--- config.mk ---
export PLATFORM = sky130hd
export DESIGN_NAME = uart_banner_seq
export DESIGN_NICKNAME = d
export VERILOG_FILES = /design/src/rtl/ubs_pkg.sv /design/src/rtl/ubs_rom.sv /design/src/rtl/ubs_index.sv /design/src/rtl/ubs_ctrl.sv /design/src/rtl/uart_banner_seq.sv
export SDC_FILE = /design/constraint.sdc
export NUM_CORES = 1
export LEC_CHECK = 0
export ABC_AREA = 1
export BUFFER_PORTS_ARGS = -buffer_cell sky130_fd_sc_hd__clkbuf_2
export CORE_MARGIN = 1
export CORE_UTILIZATION = 50
export CTS_CLUSTER_SIZE = 16
export DETAILED_ROUTE_END_ITERATION = 16
export PLACE_DENSITY = 0.72
export RECOVER_POWER = 50
export SLEW_MARGIN = 20
export SYNTH_ARGS = -nofsm -noshare
export SYNTH_HDL_FRONTEND = slang
export SYNTH_HIERARCHICAL = 1
export SYNTH_SLANG_ARGS = --single-unit
--- constraint.sdc ---
create_clock -name clk -period 2.4 [get_ports clk]
set_input_delay 0.12 -clock clk [delete_from_list [all_inputs] [get_ports clk]]
set_output_delay 0.12 -clock clk [all_outputs]
set_load 0.1 [all_outputs]
--- src/rtl/ubs_pkg.sv ---
package ubs_pkg;

   localparam int unsigned BANNER_LEN = 27;

   typedef enum logic {
      ST_IDLE = 1'b0,
      ST_WAIT = 1'b1
   } ubs_state_e;

   // Constant banner text, one byte per index.
   function automatic logic [7:0] banner_byte(input int unsigned i);
      logic [7:0] b;
      case (i)
         0:  b = 8'h0A;
         1:  b = 8'h0D;
         2:  b = 8'h4C; // L
         3:  b = 8'h49; // I
         4:  b = 8'h4E; // N
         5:  b = 8'h4B; // K
         6:  b = 8'h30; // 0
         7:  b = 8'h31; // 1
         8:  b = 8'h20;
         9:  b = 8'h53; // S
         10: b = 8'h54; // T
         11: b = 8'h52; // R
         12: b = 8'h49; // I
         13: b = 8'h4E; // N
         14: b = 8'h47; // G
         15: b = 8'h2F; // /
         16: b = 8'h54; // T
         17: b = 8'h58; // X
         18: b = 8'h20;
         19: b = 8'h54; // T
         20: b = 8'h45; // E
         21: b = 8'h53; // S
         22: b = 8'h54; // T
         23: b = 8'h21; // !
         24: b = 8'h0A;
         25: b = 8'h0A;
         26: b = 8'h0D;
         default: b = 8'h00;
      endcase
      return b;
   endfunction

endpackage

--- src/rtl/ubs_rom.sv ---
module ubs_rom #(
   parameter int unsigned MSG_LEN = 27,
   parameter int unsigned DATA_W  = 8,
   localparam int unsigned IDX_W  = (MSG_LEN > 1) ? $clog2(MSG_LEN) : 1
) (
   input  logic [IDX_W-1:0]  addr_i,
   output logic [DATA_W-1:0] byte_o
);
   import ubs_pkg::*;

   logic [DATA_W-1:0] table_q [MSG_LEN];

   for (genvar gi = 0; gi < MSG_LEN; gi++) begin : g_entry
      assign table_q[gi] = DATA_W'(banner_byte(gi));
   end

   always_comb begin
      byte_o = '0;
      if (32'(addr_i) < MSG_LEN) byte_o = table_q[addr_i];
   end

endmodule

--- src/rtl/ubs_index.sv ---
module ubs_index #(
   parameter int unsigned MSG_LEN = 27,
   localparam int unsigned IDX_W  = (MSG_LEN > 1) ? $clog2(MSG_LEN) : 1,
   localparam int unsigned LAST   = MSG_LEN - 1
) (
   input  logic             clk,
   input  logic             rst,
   input  logic             clr_i,
   input  logic             adv_i,
   output logic [IDX_W-1:0] idx_o,
   output logic [IDX_W-1:0] idx_nxt_o,
   output logic             last_o
);
   logic [IDX_W-1:0] idx_q = '0;

   always_ff @(posedge clk) begin
      if (rst)        idx_q <= '0;
      else if (clr_i) idx_q <= '0;
      else if (adv_i) idx_q <= idx_nxt_o;
   end

   assign idx_o     = idx_q;
   assign idx_nxt_o = idx_q + 1'b1;
   assign last_o    = (idx_q == IDX_W'(LAST));

   // The index never walks past the final table entry.
   assert_idx_in_range_R6: assert property (@(posedge clk) disable iff (rst)
      32'(idx_q) <= LAST);

   // Advancing from the last entry would leave the table.
   assert_no_adv_at_last_R7: assert property (@(posedge clk) disable iff (rst)
      adv_i |-> !last_o);

endmodule

--- src/rtl/ubs_ctrl.sv ---
module ubs_ctrl (
   input  logic clk,
   input  logic rst,
   input  logic trigger_i,
   input  logic done_i,
   input  logic last_i,
   output logic clr_o,
   output logic adv_o,
   output logic load_o,
   output logic sel_next_o,
   output logic strobe_o,
   output logic cmpl_o
);
   import ubs_pkg::*;

   ubs_state_e st_q     = ST_IDLE;
   logic       strobe_q = 1'b0;
   logic       cmpl_q   = 1'b0;

   logic start_msg, next_byte, finish_msg;

   always_comb begin
      start_msg  = (st_q == ST_IDLE) && trigger_i;
      next_byte  = (st_q == ST_WAIT) && done_i && !last_i;
      finish_msg = (st_q == ST_WAIT) && done_i && last_i;
   end

   assign clr_o      = start_msg || finish_msg;
   assign adv_o      = next_byte;
   assign load_o     = start_msg || next_byte;
   assign sel_next_o = next_byte;

   always_ff @(posedge clk) begin
      if (rst) begin
         st_q     <= ST_IDLE;
         strobe_q <= 1'b0;
         cmpl_q   <= 1'b0;
      end else begin
         strobe_q <= start_msg || next_byte;
         cmpl_q   <= finish_msg;
         case (st_q)
            ST_IDLE: if (start_msg)  st_q <= ST_WAIT;
            ST_WAIT: if (finish_msg) st_q <= ST_IDLE;
            default: st_q <= ST_IDLE;
         endcase
      end
   end

   assign strobe_o = strobe_q;
   assign cmpl_o   = cmpl_q;

   assert_strobe_single_R3: assert property (@(posedge clk) disable iff (rst)
      strobe_q |=> !strobe_q);

   assert_wait_holds_R5: assert property (@(posedge clk) disable iff (rst)
      (st_q == ST_WAIT && !done_i) |=> !strobe_q);

   assert_trigger_ignored_R8: assert property (@(posedge clk) disable iff (rst)
      (st_q == ST_WAIT && trigger_i && !done_i) |=> (st_q == ST_WAIT));

   assert_cmpl_single_R7: assert property (@(posedge clk) disable iff (rst)
      cmpl_q |=> !cmpl_q);

   assert_cmpl_idle_R7: assert property (@(posedge clk) disable iff (rst)
      cmpl_q |-> (st_q == ST_IDLE) && !strobe_q);

   assert_idle_done_R9: assert property (@(posedge clk) disable iff (rst)
      (st_q == ST_IDLE && !trigger_i) |=> !strobe_q && !cmpl_q);

endmodule

--- src/rtl/uart_banner_seq.sv ---
module uart_banner_seq #(
   parameter int unsigned MSG_LEN = 27,
   parameter int unsigned DATA_W  = 8
) (
   input  logic              clk,
   input  logic              rst,
   input  logic              trigger_i,
   input  logic              tx_done_i,
   output logic              tx_start_o,
   output logic [DATA_W-1:0] tx_data_o,
   output logic              msg_done_o
);
   import ubs_pkg::*;

   localparam int unsigned IDX_W = (MSG_LEN > 1) ? $clog2(MSG_LEN) : 1;

   if (DATA_W != 8) begin : g_bad_width
      $error("uart_banner_seq: DATA_W must be 8");
   end
   if (MSG_LEN < 2 || MSG_LEN > BANNER_LEN) begin : g_bad_len
      $error("uart_banner_seq: MSG_LEN out of range");
   end

   logic             clr, adv, load, sel_next, last;
   logic [IDX_W-1:0] idx, idx_nxt, rom_addr;
   logic [DATA_W-1:0] rom_byte;
   logic [DATA_W-1:0] data_q = '0;

   ubs_ctrl u_ctrl (
      .clk        (clk),
      .rst        (rst),
      .trigger_i  (trigger_i),
      .done_i     (tx_done_i),
      .last_i     (last),
      .clr_o      (clr),
      .adv_o      (adv),
      .load_o     (load),
      .sel_next_o (sel_next),
      .strobe_o   (tx_start_o),
      .cmpl_o     (msg_done_o)
   );

   ubs_index #(.MSG_LEN(MSG_LEN)) u_index (
      .clk       (clk),
      .rst       (rst),
      .clr_i     (clr),
      .adv_i     (adv),
      .idx_o     (idx),
      .idx_nxt_o (idx_nxt),
      .last_o    (last)
   );

   assign rom_addr = sel_next ? idx_nxt : '0;

   ubs_rom #(.MSG_LEN(MSG_LEN), .DATA_W(DATA_W)) u_rom (
      .addr_i (rom_addr),
      .byte_o (rom_byte)
   );

   always_ff @(posedge clk) begin
      if (rst)       data_q <= '0;
      else if (load) data_q <= rom_byte;
   end

   assign tx_data_o = data_q;

   // A strobe always comes with the byte at the current index.
   assert_strobe_byte_R6: assert property (@(posedge clk) disable iff (rst)
      tx_start_o |-> (tx_data_o == DATA_W'(banner_byte(32'(idx)))));

   assert_data_held_R4: assert property (@(posedge clk) disable iff (rst)
      (!tx_start_o && !tx_done_i && !trigger_i) |=> $stable(tx_data_o));

   assert_reset_quiet_R1: assert property (@(posedge clk)
      rst |=> !tx_start_o && !msg_done_o);

endmodule

==> run_summary.xml <==
<?xml version="1.0" encoding="UTF-8"?>
<metrics>
  <group name="outcome">
    <metric name="run_status" unit="">finished, final reports clean</metric>
  </group>
  <group name="sta">
    <metric name="fin_worst_skew" unit="ns">0.0003432</metric>
    <metric name="fmaxAchievable" unit="MHz">457.6</metric>
    <metric name="final_critical_path_setup_slack" unit="ns">0.2147</metric>
    <metric name="setup_violations" unit="">0</metric>
    <metric name="final-max-slew-violation-count" unit="">0</metric>
    <metric name="fin_setup_tns" unit="ns">0</metric>
    <metric name="min_period_over_period" unit="">0.9105</metric>
    <metric name="timing.slew.headroom" unit="">0.6391</metric>
    <metric name="tightest_slew" unit="ns">0.5436</metric>
    <metric name="period_minus_slack" unit="ns">2.185</metric>
    <metric name="hold-worst-slack" unit="ns">0.04880</metric>
    <metric name="hold_fails_final_rpt" unit="">0</metric>
  </group>
  <group name="finish">
    <metric name="finish.net_count" unit="">241</metric>
    <metric name="final_core_utilization" unit="">0.6166</metric>
    <metric name="area_growth_syn_to_layout" unit="%">11.64</metric>
    <metric name="final_standard_cell_count_with_taps_included_and_fillers_excluded" unit="">252</metric>
    <metric name="register_area" unit="um^2">322.8</metric>
    <metric name="design_area" unit="um^2">1416</metric>
    <metric name="area_occupied_by_multi_input_gates" unit="um^2">745.7</metric>
    <metric name="number_of_diodes_added_for_antenna_fixing" unit="">0</metric>
    <metric name="filler_cell_count" unit="">241</metric>
    <metric name="drive_gt1_frac" unit="">0.1786</metric>
  </group>
  <group name="critical_path">
    <metric name="crit_path_start_kind" unit="">flip-flop</metric>
    <metric name="crit_path_buffers_inverters" unit="">7</metric>
    <metric name="critical_path.max_stage_delay" unit="ns">0.32</metric>
    <metric name="worst_setup_path_end_kind" unit="">flip-flop</metric>
    <metric name="timing_worst_setup_path_type" unit="">flip-flop to flip-flop</metric>
    <metric name="gate_family_responsible_for_the_most_delay_along_the_worst_path" unit="">simple AND/OR/NAND/NOR gates</metric>
    <metric name="worst-endpoint-required" unit="ns">2.62</metric>
    <metric name="cp_data_arrival_time" unit="ns">2.41</metric>
    <metric name="path_max_fanout" unit="">8</metric>
    <metric name="critPathMostFrequentCell" unit="">sky130_fd_sc_hd__inv_1</metric>
    <metric name="slowest_cell_on_the_critical_path" unit="">sky130_fd_sc_hd__dfxtp_2</metric>
    <metric name="critical_path.cell_chain" unit="">inv_1, ha_1, nand3_1, nor2_1, inv_1, nand3_4, inv_4, nand2_1, inv_1, buf_4, ha_1, inv_1, nand2_1, nand3_2, nand3_1, nor2_1, inv_1, nand2_1, nand2_1, nor2_1</metric>
  </group>
  <group name="clock_network">
    <metric name="clock_tree.htree_level_count" unit="">1</metric>
    <metric name="clk-insertion-delay-late" unit="ns">0.28</metric>
    <metric name="ctsLongestPathBuffers" unit="">2</metric>
    <metric name="clock_tree_from_tritoncts" unit="">built</metric>
    <metric name="cts_inserted_buffers" unit="">3</metric>
    <metric name="cts_hold_buffers" unit="">0</metric>
    <metric name="sink_count" unit="">16</metric>
    <metric name="clkTransAtPathRegs" unit="ns">0.08</metric>
    <metric name="clockRootBuffer" unit="">sky130_fd_sc_hd__clkbuf_4</metric>
  </group>
  <group name="floorplanning">
    <metric name="total_i_o_pin_count" unit="">14</metric>
    <metric name="row_count" unit="">17</metric>
    <metric name="core_box_area" unit="um^2">2297</metric>
    <metric name="initial_utilization" unit="">0.5523</metric>
    <metric name="floorplan.die.height" unit="um">52.37</metric>
    <metric name="die_w" unit="um">52.37</metric>
    <metric name="die-area" unit="um^2">2743</metric>
  </group>
  <group name="routing">
    <metric name="detail_route.wirelength" unit="um">2544</metric>
    <metric name="via_per_inst" unit="">4.810</metric>
    <metric name="routed_wl_per_cell" unit="um">10.10</metric>
    <metric name="drt_drc_violations_left" unit="">0</metric>
    <metric name="drt_first_iter_violations" unit="">31</metric>
    <metric name="vias_after_detailed_routing" unit="">1212</metric>
    <metric name="drt_pass1_iterations" unit="">5</metric>
    <metric name="antenna_violating_nets_remaining" unit="">0</metric>
  </group>
  <group name="power">
    <metric name="powerDensity" unit="nW/um^2">454.3</metric>
    <metric name="post-layout-total-power" unit="mW">0.6434</metric>
    <metric name="static-leakage-power" unit="nW">0.8046</metric>
    <metric name="worst_ir_drop_on_vdd" unit="V">0.0003734</metric>
  </group>
  <group name="synthesis">
    <metric name="netlist_area" unit="um^2">1269</metric>
    <metric name="postSynthNetCount" unit="">221</metric>
    <metric name="synth-warning-count" unit="">6</metric>
    <metric name="count_of_state_elements_after_synthesis" unit="">16</metric>
    <metric name="seq_area_frac_synth" unit="">0.2525</metric>
    <metric name="netlist-cell-type-count" unit="">25</metric>
    <metric name="syn_area_per_cell" unit="um^2">6.159</metric>
    <metric name="syn-instance-count" unit="">206</metric>
  </group>
  <group name="global_route">
    <metric name="number_of_antenna_violations_at_the_first_check_in_global_routing" unit="">0</metric>
    <metric name="grt_overflow" unit="">0</metric>
    <metric name="groute.usage.overall" unit="">0.2217</metric>
    <metric name="grt_start_max_net_pins" unit="">17</metric>
    <metric name="grt_pass1_vias" unit="">1080</metric>
    <metric name="grt_pass1_wl" unit="um">4457</metric>
  </group>
  <group name="placed_design">
    <metric name="preCtsSetupSlack" unit="ns">0.06888</metric>
    <metric name="dp_cells" unit="">248</metric>
    <metric name="placement.cell_area" unit="um^2">1361</metric>
    <metric name="dp_hpwl" unit="um">2031</metric>
    <metric name="rd_place_congestion" unit="">0.9232</metric>
    <metric name="port_buffers" unit="">13</metric>
  </group>
  <group name="job">
    <metric name="drv_cap" unit="">0</metric>
  </group>
  <group name="worst_hold_path">
    <metric name="hp-class" unit="">input port to flip-flop</metric>
  </group>
</metrics>
## cell type report
cell class	instances	area share
timing repair buffer	21	0.08834
tap	28	0.02473
clock buffer	3	0.01590
sequential	16	0.2279
inverter	42	0.1166
multi-input combinational	142	0.5265
## final timing paths
check / cells past startpoint / to / startpoint / slack [ns]
max reg2reg: 20 / tx_data_o[1] / u_index/idx_o[0] / 0.21
min reg2reg: 2 / tx_data_o[0] / tx_data_o[0] / 0.48
min: 2 / u_ctrl/strobe_o / rst / 0.05
max: 20 / tx_data_o[1] / u_index/idx_o[0] / 0.21
## report_power, final
part | internal (mW) | total, mW | switching (mW)
registers | 0.283 | 0.295 | 0.0116
logic | 0.0494 | 0.214 | 0.165
clock network | 0.0582 | 0.134 | 0.0761
## cell usage in the layout, fill, tap and decap left out, types with 2 or more instances in the layout
cell type                   n
sky130_fd_sc_hd__nand2_1   62
sky130_fd_sc_hd__inv_1     36
sky130_fd_sc_hd__nor2_1    25
sky130_fd_sc_hd__dfxtp_1   14
sky130_fd_sc_hd__nand3_1   14
sky130_fd_sc_hd__clkbuf_2  13
sky130_fd_sc_hd__ha_1      10
sky130_fd_sc_hd__buf_4      8
sky130_fd_sc_hd__a21oi_1    8
sky130_fd_sc_hd__o21ai_1    5
sky130_fd_sc_hd__inv_2      4
sky130_fd_sc_hd__clkbuf_4   3
sky130_fd_sc_hd__o21ai_0    3
sky130_fd_sc_hd__nand4_1    2
sky130_fd_sc_hd__dfxtp_2    2
## state kept, by name, indices dropped and copies added (netlist names)
name,flops
u_ctrl/cmpl_o,1
u_ctrl/strobe_o,1
tx_data_o,8
u_ctrl/st_q,1
u_index/idx_o,5
## kinds of logic after synthesis
family / count (synthesis) / synth area share
and+or+nand+nor: 109 / 0.3659
buffers and inverters: 48 / 0.1755
AOI/OAI and AO/OA: 20 / 0.08777
DFF: 16 / 0.2525
adders and majority gates: 11 / 0.1085
xor gates and xnor gates: 1 / 0.006905
other: 1 / 0.002956
## worst register-to-register path: stages (launching register included)
cell                      delay (ns)
sky130_fd_sc_hd__dfxtp_2        0.32
sky130_fd_sc_hd__inv_1          0.09
sky130_fd_sc_hd__ha_1           0.16
sky130_fd_sc_hd__nand3_1        0.08
sky130_fd_sc_hd__nor2_1         0.13
sky130_fd_sc_hd__inv_1          0.09
sky130_fd_sc_hd__nand3_4        0.09
sky130_fd_sc_hd__inv_4          0.06
sky130_fd_sc_hd__nand2_1        0.06
sky130_fd_sc_hd__inv_1          0.06
sky130_fd_sc_hd__buf_4          0.16
sky130_fd_sc_hd__ha_1           0.19
sky130_fd_sc_hd__inv_1          0.05
sky130_fd_sc_hd__nand2_1        0.06
sky130_fd_sc_hd__nand3_2        0.10
sky130_fd_sc_hd__nand3_1        0.09
sky130_fd_sc_hd__nor2_1         0.11
sky130_fd_sc_hd__inv_1          0.06
sky130_fd_sc_hd__nand2_1        0.05
sky130_fd_sc_hd__nand2_1        0.06
sky130_fd_sc_hd__nor2_1         0.08
## synthesized netlist by cell type
library cell               count  area (um^2)
sky130_fd_sc_hd__ha_1         11        137.6
sky130_fd_sc_hd__nand4_1       2        12.51
sky130_fd_sc_hd__xor2_1        1        8.760
sky130_fd_sc_hd__a21oi_1       8        40.04
sky130_fd_sc_hd__o21ai_0       3        15.01
sky130_fd_sc_hd__nand3_2       2        20.02
sky130_fd_sc_hd__o211ai_1      1        7.510
sky130_fd_sc_hd__nand2_4       1        11.26
sky130_fd_sc_hd__dfxtp_1      16        320.3
sky130_fd_sc_hd__nand2_1      62        232.7
sky130_fd_sc_hd__nand2_2       1        6.260
sky130_fd_sc_hd__inv_1        39        146.4
sky130_fd_sc_hd__nor2_4        1        11.26
sky130_fd_sc_hd__buf_6         4        45.04
sky130_fd_sc_hd__a211oi_1      1        7.510
sky130_fd_sc_hd__nor2_2        1        6.260
sky130_fd_sc_hd__nand3_1      14        70.07
sky130_fd_sc_hd__inv_2         2        7.510
sky130_fd_sc_hd__o21ai_1       5        25.02
sky130_fd_sc_hd__inv_6         1        8.760
sky130_fd_sc_hd__buf_4         2        15.01
sky130_fd_sc_hd__nor2_1       25        93.84
sky130_fd_sc_hd__o21bai_1      1        7.510
sky130_fd_sc_hd__conb_1        1        3.750
sky130_fd_sc_hd__a21oi_2       1        8.760
## per-layer routing
layer	track usage	up-vias	share of wire
met5	0	-	0
met4	0.03947	0	0.0035
met3	0.06087	2	0.031
met2	0.3924	17	0.51
met1	0.2662	537	0.46
li1	-	656	-
## repair_timing
item                                    in CTS  in global routing
hold endpoints to repair                     0                  0
buffers inserted                             0                  1
endpoints found under the setup margin       0                  7
gates resized for setup                      0                  8
No activity file was read; power rests on OpenSTA's default activity.
